==> src/rtl/dbc_pkg.sv <==
package dbc_pkg;
    typedef enum logic [2:0] {
        S_IDLE   = 3'd0,
        S_CLOSE  = 3'd1,
        S_OPEN   = 3'd2,
        S_COL    = 3'd3,
        S_REF_RD = 3'd4,
        S_REF_WB = 3'd5
    } dbc_state_e;
endpackage

==> src/rtl/dbc_array.sv <==
// Behavioural cell array: a row read is destructive (the row is cleared),
// a row write restores a full row.
module dbc_array #(
    parameter int ROW_W  = 3,
    parameter int COL_W  = 2,
    parameter int DATA_W = 8
) (
    input  logic                                  clk,
    input  logic                                  rst_n,
    input  logic                                  rd_en,
    input  logic [ROW_W-1:0]                      rd_row,
    output logic [(1<<COL_W)*DATA_W-1:0]          rd_line,
    input  logic                                  wr_en,
    input  logic [ROW_W-1:0]                      wr_row,
    input  logic [(1<<COL_W)*DATA_W-1:0]          wr_line
);
    localparam int ROW_N  = 1 << ROW_W;
    localparam int LINE_W = (1 << COL_W) * DATA_W;

    logic [LINE_W-1:0] cells [ROW_N];

    assign rd_line = cells[rd_row];

    for (genvar r = 0; r < ROW_N; r++) begin : g_row
        always_ff @(posedge clk) begin
            if (!rst_n) begin
                cells[r] <= '0;
            end else if (wr_en && wr_row == ROW_W'(r)) begin
                cells[r] <= wr_line;
            end else if (rd_en && rd_row == ROW_W'(r)) begin
                cells[r] <= '0;
            end
        end
    end
endmodule

==> src/rtl/dbc_refresh_timer.sv <==
// Raises a refresh request every PERIOD cycles and tracks the next row.
module dbc_refresh_timer #(
    parameter int PERIOD = 512,
    parameter int ROW_W  = 3
) (
    input  logic             clk,
    input  logic             rst_n,
    input  logic             ack,
    output logic             pend,
    output logic [ROW_W-1:0] row
);
    localparam int CNT_W = (PERIOD > 1) ? $clog2(PERIOD) : 1;

    logic [CNT_W-1:0] tick;

    always_ff @(posedge clk) begin
        if (!rst_n) begin
            tick <= '0;
            pend <= 1'b0;
            row  <= '0;
        end else begin
            if (ack) begin
                pend <= 1'b0;
                row  <= row + ROW_W'(1);
            end
            if (tick == CNT_W'(PERIOD - 1)) begin
                tick <= '0;
                pend <= 1'b1;
            end else begin
                tick <= tick + CNT_W'(1);
            end
        end
    end
endmodule

==> src/rtl/dram_bank_ctrl.sv <==
module dram_bank_ctrl
    import dbc_pkg::*;
#(
    parameter int ROW_W      = 3,
    parameter int COL_W      = 2,
    parameter int DATA_W     = 8,
    parameter int BL_W       = 2,
    parameter int OPEN_CYC   = 2,
    parameter int CLOSE_CYC  = 2,
    parameter int REF_PERIOD = 512
) (
    input  logic                   clk,
    input  logic                   rst_n,
    input  logic                   req_valid,
    output logic                   req_ready,
    input  logic [ROW_W+COL_W-1:0] req_addr,
    input  logic                   req_we,
    input  logic [DATA_W-1:0]      req_wdata,
    input  logic [BL_W-1:0]        req_blen,
    output logic                   rsp_valid,
    output logic [DATA_W-1:0]      rsp_data,
    output logic                   rsp_last
);
    localparam int COL_N  = 1 << COL_W;
    localparam int ADDR_W = ROW_W + COL_W;
    localparam int LINE_W = COL_N * DATA_W;
    localparam int MAXC   = (OPEN_CYC > CLOSE_CYC) ? OPEN_CYC : CLOSE_CYC;
    localparam int CW     = $clog2(MAXC + 1);

    dbc_state_e state, state_nx;
    logic [CW-1:0] wait_cnt;

    logic                           row_open;
    logic [ROW_W-1:0]               open_row;
    logic [COL_N-1:0][DATA_W-1:0]   line_buf;
    logic [ROW_W-1:0]               cur_row;
    logic [COL_W-1:0]               cur_col;
    logic                           cur_we;
    logic [DATA_W-1:0]              cur_wdata;
    logic [BL_W-1:0]                left;
    logic                           goal_ref;

    logic                           ref_pend;
    logic                           ref_ack;
    logic [ROW_W-1:0]               ref_row;

    logic                           arr_rd_en;
    logic [ROW_W-1:0]               arr_rd_row;
    logic [LINE_W-1:0]              arr_rd_line;
    logic                           arr_wr_en;
    logic [ROW_W-1:0]               arr_wr_row;

    logic [ROW_W-1:0]               req_row;
    logic [COL_W-1:0]               req_col;
    logic                           accept;
    logic                           close_done;
    logic                           open_done;

    assign req_row    = req_addr[ADDR_W-1:COL_W];
    assign req_col    = req_addr[COL_W-1:0];
    assign req_ready  = (state == S_IDLE) && !ref_pend;
    assign accept     = req_ready && req_valid;
    assign close_done = (state == S_CLOSE) && (wait_cnt == '0);
    assign open_done  = (state == S_OPEN) && (wait_cnt == '0);
    assign ref_ack    = (state == S_REF_WB);

    // Array control: destructive read on open or refresh, restore on close
    // or refresh write-back.
    assign arr_rd_en  = open_done || (state == S_REF_RD);
    assign arr_rd_row = (state == S_REF_RD) ? ref_row : cur_row;
    assign arr_wr_en  = close_done || (state == S_REF_WB);
    assign arr_wr_row = (state == S_REF_WB) ? ref_row : open_row;

    dbc_array #(
        .ROW_W  (ROW_W),
        .COL_W  (COL_W),
        .DATA_W (DATA_W)
    ) u_arr (
        .clk     (clk),
        .rst_n   (rst_n),
        .rd_en   (arr_rd_en),
        .rd_row  (arr_rd_row),
        .rd_line (arr_rd_line),
        .wr_en   (arr_wr_en),
        .wr_row  (arr_wr_row),
        .wr_line (line_buf)
    );

    dbc_refresh_timer #(
        .PERIOD (REF_PERIOD),
        .ROW_W  (ROW_W)
    ) u_ref (
        .clk   (clk),
        .rst_n (rst_n),
        .ack   (ref_ack),
        .pend  (ref_pend),
        .row   (ref_row)
    );

    // Next-state logic
    always_comb begin
        state_nx = state;
        unique case (state)
            S_IDLE: begin
                if (ref_pend) begin
                    state_nx = row_open ? S_CLOSE : S_REF_RD;
                end else if (req_valid) begin
                    if (row_open && req_row == open_row) begin
                        state_nx = S_COL;
                    end else if (row_open) begin
                        state_nx = S_CLOSE;
                    end else begin
                        state_nx = S_OPEN;
                    end
                end
            end
            S_CLOSE: begin
                if (wait_cnt == '0) begin
                    state_nx = goal_ref ? S_REF_RD : S_OPEN;
                end
            end
            S_OPEN: begin
                if (wait_cnt == '0) begin
                    state_nx = S_COL;
                end
            end
            S_COL: begin
                if (cur_we || left == '0) begin
                    state_nx = S_IDLE;
                end
            end
            S_REF_RD: state_nx = S_REF_WB;
            S_REF_WB: state_nx = S_IDLE;
            default:  state_nx = S_IDLE;
        endcase
    end

    // State register with latency counter
    always_ff @(posedge clk) begin
        if (!rst_n) begin
            state    <= S_IDLE;
            wait_cnt <= '0;
        end else begin
            state <= state_nx;
            if (state_nx != state) begin
                unique case (state_nx)
                    S_CLOSE: wait_cnt <= CW'(CLOSE_CYC - 1);
                    S_OPEN:  wait_cnt <= CW'(OPEN_CYC - 1);
                    default: wait_cnt <= '0;
                endcase
            end else if (wait_cnt != '0) begin
                wait_cnt <= wait_cnt - CW'(1);
            end
        end
    end

    // Request capture, row buffer and open-row tracking
    always_ff @(posedge clk) begin
        if (!rst_n) begin
            row_open  <= 1'b0;
            open_row  <= '0;
            line_buf  <= '0;
            cur_row   <= '0;
            cur_col   <= '0;
            cur_we    <= 1'b0;
            cur_wdata <= '0;
            left      <= '0;
            goal_ref  <= 1'b0;
        end else begin
            if (accept) begin
                cur_row   <= req_row;
                cur_col   <= req_col;
                cur_we    <= req_we;
                cur_wdata <= req_wdata;
                left      <= req_we ? '0 : req_blen;
                goal_ref  <= 1'b0;
            end
            if (state == S_IDLE && ref_pend) begin
                goal_ref <= 1'b1;
            end
            if (close_done) begin
                row_open <= 1'b0;
            end
            if (open_done) begin
                line_buf <= arr_rd_line;
                row_open <= 1'b1;
                open_row <= cur_row;
            end
            if (state == S_REF_RD) begin
                line_buf <= arr_rd_line;
            end
            if (state == S_COL) begin
                if (cur_we) begin
                    line_buf[cur_col] <= cur_wdata;
                end else begin
                    cur_col <= cur_col + COL_W'(1);
                    left    <= left - BL_W'(1);
                end
            end
        end
    end

    // Registered response outputs
    always_ff @(posedge clk) begin
        if (!rst_n) begin
            rsp_valid <= 1'b0;
            rsp_data  <= '0;
            rsp_last  <= 1'b0;
        end else begin
            rsp_valid <= (state == S_COL) && !cur_we;
            rsp_data  <= line_buf[cur_col];
            rsp_last  <= (state == S_COL) && !cur_we && (left == '0);
        end
    end
endmodule

==> config.mk <==
export PLATFORM = sky130hd
export DESIGN_NAME = dram_bank_ctrl
export DESIGN_NICKNAME = d
export VERILOG_FILES = /design/src/rtl/dbc_pkg.sv /design/src/rtl/dbc_array.sv /design/src/rtl/dbc_refresh_timer.sv /design/src/rtl/dram_bank_ctrl.sv
export SDC_FILE = /design/constraint.sdc
export NUM_CORES = 1
export LEC_CHECK = 0
export ABC_CLOCK_PERIOD_IN_PS = 4170
export BUFFER_PORTS_ARGS = -buffer_cell sky130_fd_sc_hd__buf_2
export CAP_MARGIN = 10
export CORE_UTILIZATION = 45
export CTS_CLUSTER_DIAMETER = 100
export DETAILED_ROUTE_END_ITERATION = 10
export GPL_ROUTABILITY_DRIVEN = 0
export SYNTH_ARGS = -nofsm -noshare
export SYNTH_HDL_FRONTEND = slang
export SYNTH_SLANG_ARGS = --single-unit
==> constraint.sdc <==
create_clock -name clk -period 4.17 [get_ports clk]
set_clock_uncertainty 0.05 [all_clocks]
set_input_delay 0.834 -clock clk [delete_from_list [all_inputs] [get_ports clk]]
set_output_delay 0.834 -clock clk [all_outputs]
set_load 0.02 [all_outputs]
==> implementation parameters, run 1 <==
Parameter                              Value

Outcome
  Run status    finished, final reports clean

Critical path
  Worst Path Arrival    3.56 ns
  Length in cells of the worst reg-to-reg path    5
  Largest fanout of any net on the critical path    20
  Worst path max stage delay    1.01 ns
  CP max-delay cell    sky130_fd_sc_hd__o211ai_1
  Capture point of the worst reg-to-reg path    u_arr.cells[7][28]
  Nature of the critical path endpoint    register
  Critical path class    register to register
  CP Data Required Time    4.33 ns
  Origin of the worst setup path    state[0]
  Termination of the worst setup path    u_arr.cells[7][28]
  R2R setup slack    0.77 ns
  R2R Path Start    state[0]
  Critical Path Start Type    register
  Worst-path cell chain    and3b_1 -> mux2i_1 -> nand2b_1 -> o211ai_1 -> buf_4

STA
  Max-slew headroom    15.6%
  Final period demand of the worst path    3.40 ns
  F_max    294 MHz
  Total count of hold-check failures in the final report    0
  Part of the cycle the worst path needs    81.5%
  Setup Viol. Count Final    0
  RSZ-0062 raised after global routing    no
  Slew at the pin closest to its max-slew limit    1.26 ns
  Max-slew violation count    0
  Post-route setup TNS    0 ns

Finish
  Most common cell after layout, fill and taps aside    sky130_fd_sc_hd__and2_1
  Post-route cell area    0.0174 sq mm
  Number of antenna repair diodes    0
  Commonest cells after routing, fill and taps aside    271 x sky130_fd_sc_hd__and2_1, 256 x sky130_fd_sc_hd__edfxtp_1, 81 x sky130_fd_sc_hd__dfxtp_1
  Area occupied by multi-input gates    0.00582 sq mm
  Area added between synthesis and finish    11.4%
  Fraction of layout instances using a drive strength above 1    14.5%
  Final layout net count    1,279
  Sequential cell area in the final layout    0.00931 sq mm
  Fillers    2,958

Global routing
  First-pass GRT wire length    60.8 mm
  Global route overflow    0
  Via count of the first global-routing pass    9,908
  Pin count of the biggest net entering global routing    57
  Number of antenna violations at the first check in global routing    0
  GR Util All Layers    22.9%

Drt
  DR vias    9,766
  Total detailed-routing wirelength    39.7 mm
  Mean routed wirelength per cell    23.0 microns
  Number of vias per cell    5.65
  Starting DRC count in detailed routing    692
  Number of design rule violations left after detail routing    0
  Drt first pass iters    5
  Antenna violation net count after detailed routing    0

Clocking
  TritonCTS clock tree    yes
  Deepest clock path buffer count    3
  Clock sink count    337
  Number of buffers inserted by post-CTS setup repair    0
  Root Buffer    sky130_fd_sc_hd__clkbuf_16
  Post-cts resize count    0
  H-tree level count    2
  Clock transition time at the flip-flop clock pins of the worst setup and hold paths    0.05 ns
  Clock network latency to the later pin of the worst-skew pair    0.52 ns
  TritonCTS Buffers    38
  Cts-stage hold buffer count    0

Synthesis
  Xor and xnor fraction of the mapped netlist area    0.731%
  Yosys warning count    0
  Synth cell types    53
  Number of register bits inferred by synthesis    337
  Main combinational cell family by area after synthesis    simple AND/OR/NAND/NOR gates
  Cell area after synthesis    0.0156 sq mm
  Fraction of the mapped netlist area in compound gates    13.0%
  Cell type contributing the most total cell area after synthesis    sky130_fd_sc_hd__edfxtp_1
  Mux share of post-synthesis cell area    6.17%
  Synthesized-area fraction occupied by and/or/nand/nor cells    16.3%
  Area fraction of the dominant cell type after synthesis    49.3%
  Top flip-flop cell by instance count after synthesis    sky130_fd_sc_hd__edfxtp_1
  Largest cells by area after synthesis    sky130_fd_sc_hd__edfxtp_1 49%, sky130_fd_sc_hd__and2_1 11%, sky130_fd_sc_hd__dfxtp_1 10%
  Average footprint of a synthesized cell    12.7 sq um
  Sequential element share of the synthesized area    59.7%
  Post-synthesis adder-cell area fraction    0.723%
  Nets in the synthesized netlist    1,255
  Gate count of the mapped netlist    1,227
  Post-synth EDFFs    256
  Fraction of registers with async set or reset after synthesis    0%

Floorplanning
  I/O pin count    30
  DIE AREA    0.0354 sq mm
  Die height    188 microns
  Initial core utilization    46.1%
  Width of the die    188 microns
  Floorplan core area    0.0338 sq mm
  Std-Cell Rows    67

Placed design
  Post-DP HPWL    24.2 mm
  Post-DP Area    0.0162 sq mm
  Buffers added on ports    29

Power
  Peak supply drop    0.281 mV
  Leakage power of the design    7.18 nW
  Power per cell area    551 mW/mm^2

Hold path
  Hold WC Path Type    register to register
  Start point of the worst min-delay path    u_ref.tick[0]

Flow run
  Count of max-cap constraint violations    0
-- through the flow --
step                instances  hold slack, ns  utilization [%]  power [mW]  worst slack, ns
floorplan                1227           0.363                -        5.79            0.673
global placement         1659           0.372             48.0        6.49            0.849
detailed placement       1659           0.383             48.0        6.53            0.753
finish                   1728           0.390             51.4        9.58            0.769
global route             1728           0.410             51.4        9.97            0.560
CTS                      1728           0.392             51.4        9.64            0.746
-- routing by layer --
layer	global-route usage, %	up-vias	part of all wire [%]
li1	-	4565	-
met1	30.5	4878	45
met2	37.5	247	47
met3	3.52	76	4.6
met4	8.85	0	3.8
met5	0	-	0
-- how the worst min path moves through the flow --
stage,depth (start not counted),to,slack [ns]
after floorplan,1,u_ref.tick[0],0.36
after global routing,1,u_ref.tick[0],0.41
final,1,u_ref.tick[0],0.39
after CTS,1,u_ref.tick[0],0.39
after detailed placement,1,u_ref.tick[0],0.38
after global placement,1,u_ref.tick[0],0.37
-- Yosys cell counts, drive strengths merged, types with 2 or more instances --
| library cell | number |
|---|---|
| a211oi | 6 |
| a21o | 2 |
| a21oi | 23 |
| a22oi | 65 |
| and2 | 271 |
| and3 | 7 |
| buf | 36 |
| clkbuf | 51 |
| dfxtp | 81 |
| edfxtp | 256 |
| ha | 9 |
| inv | 10 |
| mux2 | 3 |
| mux2i | 74 |
| mux4 | 8 |
| nand2 | 52 |
| nand2b | 10 |
| nand3 | 37 |
| nand3b | 5 |
| nor2 | 38 |
| nor2b | 4 |
| nor3 | 2 |
| nor3b | 5 |
| o211a | 65 |
| o211ai | 8 |
| o21ai | 39 |
| o22a | 2 |
| o31ai | 34 |
| xnor2 | 4 |
| xor2 | 9 |
-- state kept, by name (all words and copies together), names as in the netlist, 8 cells and up --
| register | cells |
|---|---|
| rsp_data | 8 |
| cur_wdata | 8 |
| u_ref.tick | 9 |
| line_buf | 32 |
| u_arr.cells | 256 |
-- cells by family (layout without fill, tap and decap cells) --
family,after synthesis,in the layout
adders and majority gates,9,9
and+or+nand+nor,439,439
xor gates and xnor gates,13,13
DFF,337,337
AOI/OAI and AO/OA,247,247
buffers and inverters,97,150
muxes,85,85
-- final cells by class --
type                            count  area share, %
Tap cell                          448           3.23
Clock buffer                       60           6.36
Sequential cell                   337           53.6
Inverter                           10          0.216
Timing Repair Buffer               71           2.80
Clock inverter                      9          0.274
Multi-Input combinational cell    793           33.5
-- report_power, final --
part           internal, mW  leakage, nW  switching, mW
Sequential             4.05         3.32          0.553
Combinational         0.747         3.30           1.11
Clock                  1.82        0.569           1.30
Total                  6.62         7.18           2.96
-- worst max-delay path: cells and delay by family, from the launching register on --
kind,cells,cell delay [ns]
AO/OA/AOI/OAI,1,1.01
buffers and inverters,1,0.40
flip-flops,1,0.77
multiplexers,1,0.17
AND/OR/NAND/NOR,2,0.68
Power figures use the tool's default switching activity.
==> run 2: changes to the inputs <==
--- a/config.mk
+++ b/config.mk
@@ -5,7 +5,7 @@
 export SDC_FILE = /design/constraint.sdc
 export NUM_CORES = 1
 export LEC_CHECK = 0
-export ABC_CLOCK_PERIOD_IN_PS = 4170
+export ABC_CLOCK_PERIOD_IN_PS = 3250
 export BUFFER_PORTS_ARGS = -buffer_cell sky130_fd_sc_hd__buf_2
 export CAP_MARGIN = 10
 export CORE_UTILIZATION = 45
==> constraint.sdc (replaced) <==
create_clock -name clk -period 3.25 [get_ports clk]
set_clock_uncertainty 0.05 [all_clocks]
set_input_delay 0.65 -clock clk [delete_from_list [all_inputs] [get_ports clk]]
set_output_delay 0.65 -clock clk [all_outputs]
set_load 0.02 [all_outputs]
==> run 2 against run 1 <==
- flip-flop and latch count unchanged
- via count increased by 1.4%
- first-iteration DRC count decreased by 3.2%
- critical path type unchanged
- setup slack got worse by 0.29 ns
- register-to-register slack got worse by 0.29 ns
- critical endpoint is now u_arr.cells[1][30]
- largest cell class unchanged
- clock power increased by 44%
- hold slack got worse by 0.071 ns
- combinational power increased by 41%
- design area increased by 2.1%
==> implementation parameters, run 2 (synthesis gave the netlist of run 1 again) <==
Parameter                              Value

Critical path
  Top delay family on crit path    simple AND/OR/NAND/NOR gates
  Critical path class    register to register
  Levels on crit path    6 (+1)
  Capture point of the worst reg-to-reg path    u_arr.cells[1][30]
  CP Data Required Time    3.59 ns (-0.74 ns)
  R2R setup slack    0.48 ns (-0.29 ns)
  CP max-delay cell    sky130_fd_sc_hd__nor2_2
  Largest fanout of any net on the critical path    18 (-10%)
  Origin of the worst setup path    state[2]
  Worst Path Arrival    3.11 ns (-0.45 ns)
  Critical Path Start Type    register
  Termination of the worst setup path    u_arr.cells[1][30]
  Nature of the critical path endpoint    register
  R2R Path Start    state[2]
  Worst path max stage delay    0.62 ns (-0.39 ns)
  Length in cells of the worst reg-to-reg path    6 (+1)
  Worst path buffer plus inverter count    1 (unchanged)
  Worst-path cell chain    and3b_1 -> mux2i_4 -> nand3_2 -> nor2_2 -> buf_4 -> and2_1

Finish
  Largest registers    u_arr.cells: 256 flops, line_buf: 32 flops, u_ref.tick: 9 flops
  Final layout net count    1,293 (+1.1%)
  Most common cell after layout, fill and taps aside    sky130_fd_sc_hd__and2_1
  Commonest cells after routing, fill and taps aside    271 x sky130_fd_sc_hd__and2_1, 256 x sky130_fd_sc_hd__edfxtp_1, 79 x sky130_fd_sc_hd__dfxtp_1
  Fraction of layout instances using a drive strength above 1    16.1% (+1.7 points)
  Post-layout util    52.5% (+1.1 points)
  Post-route non-filler standard cell count    1,743 (+0.87%)
  Max reg flops    256 (unchanged)
  Largest reg by FF count    u_arr.cells
  Area added between synthesis and finish    13.8%
  Number of antenna repair diodes    0 (unchanged)

Outcome
  Run status    finished, final reports clean

Floorplanning
  Floorplan core area    0.0338 sq mm (unchanged)
  Std-Cell Rows    67 (unchanged)
  Die height    188 microns (unchanged)
  Initial core utilization    46.1% (unchanged)
  Width of the die    188 microns (unchanged)
  I/O pin count    30 (unchanged)
  DIE AREA    0.0354 sq mm (unchanged)

Clocking
  TritonCTS clock tree    yes
  TritonCTS Buffers    39 (+2.6%)
  Clock transition time at the flip-flop clock pins of the worst setup and hold paths    0.06 ns (about the same)
  Number of buffers inserted by post-CTS setup repair    0 (unchanged)
  Deepest clock path buffer count    3 (unchanged)
  Clock network latency to the later pin of the worst-skew pair    0.52 ns (about the same)
  H-tree level count    2 (unchanged)
  Post-cts resize count    0 (unchanged)
  Root Buffer    sky130_fd_sc_hd__clkbuf_16
  Clock sink count    337 (unchanged)
  Cts-stage hold buffer count    0 (unchanged)

STA
  Worst Hold Margin    0.319 ns (-0.0709 ns)
  Total count of hold-check failures in the final report    0 (unchanged)
  Max-slew violation count    0 (unchanged)
  Slew at the pin closest to its max-slew limit    0.968 ns (-0.293 ns)
  F_max    361 MHz (+23%)
  Least setup slack across all paths after layout    0.479 ns (-0.290 ns)
  RSZ-0062 raised after global routing    no
  Final period demand of the worst path    2.77 ns (-0.630 ns)
  Setup Viol. Count Final    0 (unchanged)
  Part of the cycle the worst path needs    85.3% (+3.7 points)
  Max-slew headroom    35.3% (+20 points)

Hold path
  Hold WC Path Type    input pin to register

Drt
  DR vias    9,904 (+1.4%)
  Mean routed wirelength per cell    24.0 microns (+4.7%)
  Total detailed-routing wirelength    41.9 mm (+5.6%)
  Number of design rule violations left after detail routing    0 (unchanged)
  Starting DRC count in detailed routing    670 (-3.2%)
  Drt first pass iters    5 (unchanged)
  Number of vias per cell    5.68 (+0.54%)
  Antenna violation net count after detailed routing    0 (unchanged)

Global routing
  Pin count of the biggest net entering global routing    65 (+14%)
  GR Util All Layers    24.1% (+1.2 points)
  First-pass GRT wire length    63.6 mm (+4.6%)
  Number of antenna violations at the first check in global routing    0 (unchanged)
  Via count of the first global-routing pass    10,100 (+1.7%)
  Global route overflow    0 (unchanged)

Power
  Peak supply drop    0.387 mV (+38%)
  Leakage power of the design    7.35 nW (+2.4%)
  Power per cell area    728 mW/mm^2 (+32%)

Placed design
  Cells after DPL    1,672 (+0.78%)
  Worst slack at placement    0.525 ns (-0.228 ns)
  Post-DP HPWL    24.2 mm (+0.17%)
  Buffers added on ports    29 (unchanged)

Flow run
  Count of max-cap constraint violations    0 (unchanged)
run 2: cell count changes in the layout (fill, tap and decap cells not counted), sizes merged:
cell / change
bufinv: +4
clkbuf: -1
buf: +13
inv: -1
run 2: area by class of cell:
type,instances,area [sq um]
fillers,2879,16100
flip-flops and latches,337,9310
multi-input cells,793,5860
clock buffers,59,1150
repair buffers,84,658
well taps,448,561
clock inverters,12,155
inverters,10,37.5
run 2: stage by stage:
step | power (mW) | area [sq um] | setup TNS (ns)
after global routing | 13.4 | 17700 | 0
after floorplan | 7.46 | 15600 | -6.67
final | 12.9 | 17700 | 0
after CTS | 12.9 | 17700 | 0
after detailed placement | 8.51 | 16400 | 0
after global placement | 8.47 | 16400 | 0
run 2: worst reg2reg max path: stages (launching register included):
cell and delay [ns]:
sky130_fd_sc_hd__dfxtp_1 0.48, sky130_fd_sc_hd__and3b_1 0.44, sky130_fd_sc_hd__mux2i_4 0.32, sky130_fd_sc_hd__nand3_2 0.17, sky130_fd_sc_hd__nor2_2 0.62, sky130_fd_sc_hd__buf_4 0.38
sky130_fd_sc_hd__and2_1 0.17
run 2: worst min-delay path by stage:
stage	from	end	slack, ns	depth (start not counted)
5_1_grt	req_wdata[2]	cur_wdata[2]	0.32	3
6_report	req_wdata[7]	cur_wdata[7]	0.32	3
2_1_floorplan	u_ref.tick[0]	u_ref.tick[0]	0.36	1
3_5_place_dp	u_ref.tick[0]	u_ref.tick[0]	0.39	1
3_3_place_gp	u_ref.tick[0]	u_ref.tick[0]	0.37	1
4_1_cts	req_wdata[2]	cur_wdata[2]	0.32	3
run 2: where the power goes:
| part | switching, mW | internal (mW) | leakage [nW] |
|---|---|---|---|
| Sequential | 0.630 | 5.20 | 3.32 |
| Clock | 1.72 | 2.76 | 0.641 |
| Combinational | 1.55 | 1.04 | 3.40 |
run 2: routing by layer:
| metal | share of wire, % | vias to the layer above | wire length [microns] | track usage, % |
|---|---|---|---|---|
| met5 | 0 | - | 0 | 0 |
| met1 | 44 | 4968 | 18500 | 33.0 |
| li1 | - | 4587 | - | - |
| met4 | 2.6 | 0 | 1090 | 7.79 |
| met3 | 5.4 | 75 | 2270 | 2.86 |
| met2 | 48 | 274 | 20100 | 39.9 |
==> run 3: changes to the inputs <==
--- a/config.mk
+++ b/config.mk
@@ -8,7 +8,8 @@
 export ABC_CLOCK_PERIOD_IN_PS = 3250
 export BUFFER_PORTS_ARGS = -buffer_cell sky130_fd_sc_hd__buf_2
 export CAP_MARGIN = 10
-export CORE_UTILIZATION = 45
+export CORE_ASPECT_RATIO = 1.75
+export CORE_UTILIZATION = 32
 export CTS_CLUSTER_DIAMETER = 100
 export DETAILED_ROUTE_END_ITERATION = 10
 export GPL_ROUTABILITY_DRIVEN = 0
==> run 3 against run 2 <==
- critical path depth grew 2
- design area is essentially flat
- die area grew 40%
- setup slack gained 0.069 ns
- hold slack lost 0.069 ns
- flip-flop and latch count is the same
- final cell count grew 11%
- register-to-register slack gained 0.07 ns
- largest power group unchanged
- count of clock-buffer cells in the layout shrank 17
- critical endpoint is now line_buf[3]
==> implementation parameters, run 3 (synthesis gave the netlist of run 1 again) <==
Parameter                              Value

Critical path
  CP Data Required Time    3.69 ns (+0.10 ns)
  CP max-delay cell    sky130_fd_sc_hd__buf_4
  R2R setup slack    0.55 ns (+0.07 ns)
  Worst Path Arrival    3.14 ns (+0.03 ns)
  Top delay family on crit path    buffers and inverters
  Worst path buffer plus inverter count    3 (+2)
  Most numerous cell on the critical path    sky130_fd_sc_hd__buf_4
  Largest fanout of any net on the critical path    35 (+17)
  Worst path max stage delay    0.55 ns (-0.07 ns)
  R2R Path Start    state[2]
  Worst-path cell chain    buf_4 -> nor3b_2 -> buf_4 -> mux2i_4 -> buf_4 -> a22oi_1 -> o211a_1 -> o31ai_2
  Critical Path Start Type    register
  Origin of the worst setup path    state[2]
  Nature of the critical path endpoint    register
  Critical path class    register to register

Drt
  Antenna violation net count after detailed routing    0 (unchanged)
  Mean routed wirelength per cell    22.4 microns (-6.9%)
  Total detailed-routing wirelength    43.2 mm (+3.0%)
  Starting DRC count in detailed routing    676 (+0.90%)
  Drt first pass iters    5 (unchanged)
  DR vias    9,912 (+0.081%)
  Number of design rule violations left after detail routing    0 (unchanged)
  Number of vias per cell    5.14 (-9.6%)

Finish
  Max reg flops    256 (unchanged)
  Area added between synthesis and finish    13.7% (about the same)
  Fillers    4,637 (+61%)
  Most common cell after layout, fill and taps aside    sky130_fd_sc_hd__and2_1
  Number of antenna repair diodes    0 (unchanged)
  Final layout net count    1,285 (-0.62%)
  Largest reg by FF count    u_arr.cells
  Largest registers    u_arr.cells: 256 flops, line_buf: 32 flops, u_ref.tick: 9 flops
  Fraction of layout instances using a drive strength above 1    16.1% (-0.058 points)
  Commonest cells after routing, fill and taps aside    271 x sky130_fd_sc_hd__and2_1, 256 x sky130_fd_sc_hd__edfxtp_1, 79 x sky130_fd_sc_hd__dfxtp_1

STA
  RSZ-0062 raised after global routing    no
  Max-slew headroom    20.3% (-15 points)
  Slew at the pin closest to its max-slew limit    1.19 ns (+0.224 ns)
  Total count of hold-check failures in the final report    0 (unchanged)
  F_max    370 MHz (+2.6%)
  Setup Viol. Count Final    0 (unchanged)
  Max-slew violation count    0 (unchanged)
  Final period demand of the worst path    2.70 ns (-0.0694 ns)
  Part of the cycle the worst path needs    83.1% (-2.1 points)
  Worst Hold Margin    0.250 ns (-0.0690 ns)

Placed design
  Buffers added on ports    29 (unchanged)
  Post-DP HPWL    26.5 mm (+9.3%)

Clocking
  Number of buffers inserted by post-CTS setup repair    0 (unchanged)
  Clock transition time at the flip-flop clock pins of the worst setup and hold paths    0.07 ns (about the same)
  Root Buffer    sky130_fd_sc_hd__clkbuf_16
  H-tree level count    1 (-1)
  Cts-stage hold buffer count    0 (unchanged)
  Clock sink count    337 (unchanged)
  Post-cts resize count    0 (unchanged)
  Deepest clock path buffer count    3 (unchanged)
  Clock network latency to the later pin of the worst-skew pair    0.58 ns (+0.06 ns)
  TritonCTS Buffers    30 (-23%)
  TritonCTS clock tree    yes

Global routing
  Pin count of the biggest net entering global routing    57 (-12%)
  GR Util All Layers    17.6% (-6.5 points)
  Global route overflow    0 (unchanged)
  Via count of the first global-routing pass    10,200 (+1.1%)
  Met2 Use GR    33.5% (-6.4 points)
  Met3 track demand over resource in global routing    1.74% (-1.1 points)
  Most crowded layer after global routing    met2
  Number of antenna violations at the first check in global routing    0 (unchanged)
  Met1 track demand over resource in global routing    18.8% (-14 points)
  First-pass GRT wire length    64.4 mm (+1.3%)

Floorplanning
  I/O pin count    30 (unchanged)
  Initial core utilization    32.6% (-14 points)
  Width of the die    169 microns (-10%)
  DIE AREA    0.0496 sq mm (+40%)
  Floorplan core area    0.0479 sq mm (+42%)
  Std-Cell Rows    106 (+58%)
  Die height    294 microns (+56%)

Power
  Total power after layout    12.2 mW (-5.2%)
  Leakage power of the design    7.25 nW (-1.4%)
  Power per cell area    690 mW/mm^2 (-5.2%)
  Peak supply drop    0.446 mV (+15%)

Flow run
  Count of max-cap constraint violations    0 (unchanged)

Hold path
  Start point of the worst min-delay path    req_wdata[5]
  Hold WC Path Type    input pin to register

Outcome
  Run status    finished, final reports clean
-- run 3: stage by stage --
stage / setup slack [ns] / std cells / utilization, % / setup TNS, ns / instance area [sq um]
floorplan: -0.0815 / 1227 / - / -6.67 / 15600
global placement: 0.497 / 1872 / 34.7 / 0 / 16600
detailed placement: 0.443 / 1872 / 34.7 / 0 / 16600
CTS: 0.422 / 1928 / 37.0 / 0 / 17700
global route: 0.428 / 1929 / 37.0 / 0 / 17700
finish: 0.549 / 1929 / 37.0 / 0 / 17700
-- run 3: report_power, final --
part / total (mW) / leakage (nW) / internal [mW] / switching (mW)
registers: 5.81 / 3.32 / 5.19 / 0.620
clock network: 3.84 / 0.545 / 2.21 / 1.63
logic: 2.58 / 3.39 / 1.03 / 1.55
-- run 3: worst paths after layout --
path                         to  cells after the start
setup / recovery    line_buf[3]                      8
hold / removal     cur_wdata[5]                      3
setup reg to reg    line_buf[3]                      8
hold reg to reg   u_ref.tick[0]                      1
-- run 3: layer usage --
metal / vias to the layer above / routed length (microns)
li1: 4562 / -
met1: 4991 / 15800
met2: 281 / 23500
met3: 78 / 1690
met4: 0 / 2130
met5: - / 0
-- run 3: area by class of cell --
class | instances | area (sq um) | share of cell area, %
clock buffers | 42 | 918 | 5.18
clock inverters | 14 | 149 | 0.840
inverters | 10 | 37.5 | 0.212
multi-input cells | 793 | 5860 | 33.1
flip-flops and latches | 337 | 9310 | 52.5
well taps | 648 | 811 | 4.58
repair buffers | 85 | 636 | 3.59
-- run 3: worst min-delay path, stage by stage --
cell and delay, ns:
sky130_fd_sc_hd__buf_2 0.09, sky130_fd_sc_hd__nand2_1 0.05, sky130_fd_sc_hd__a21oi_1 0.05
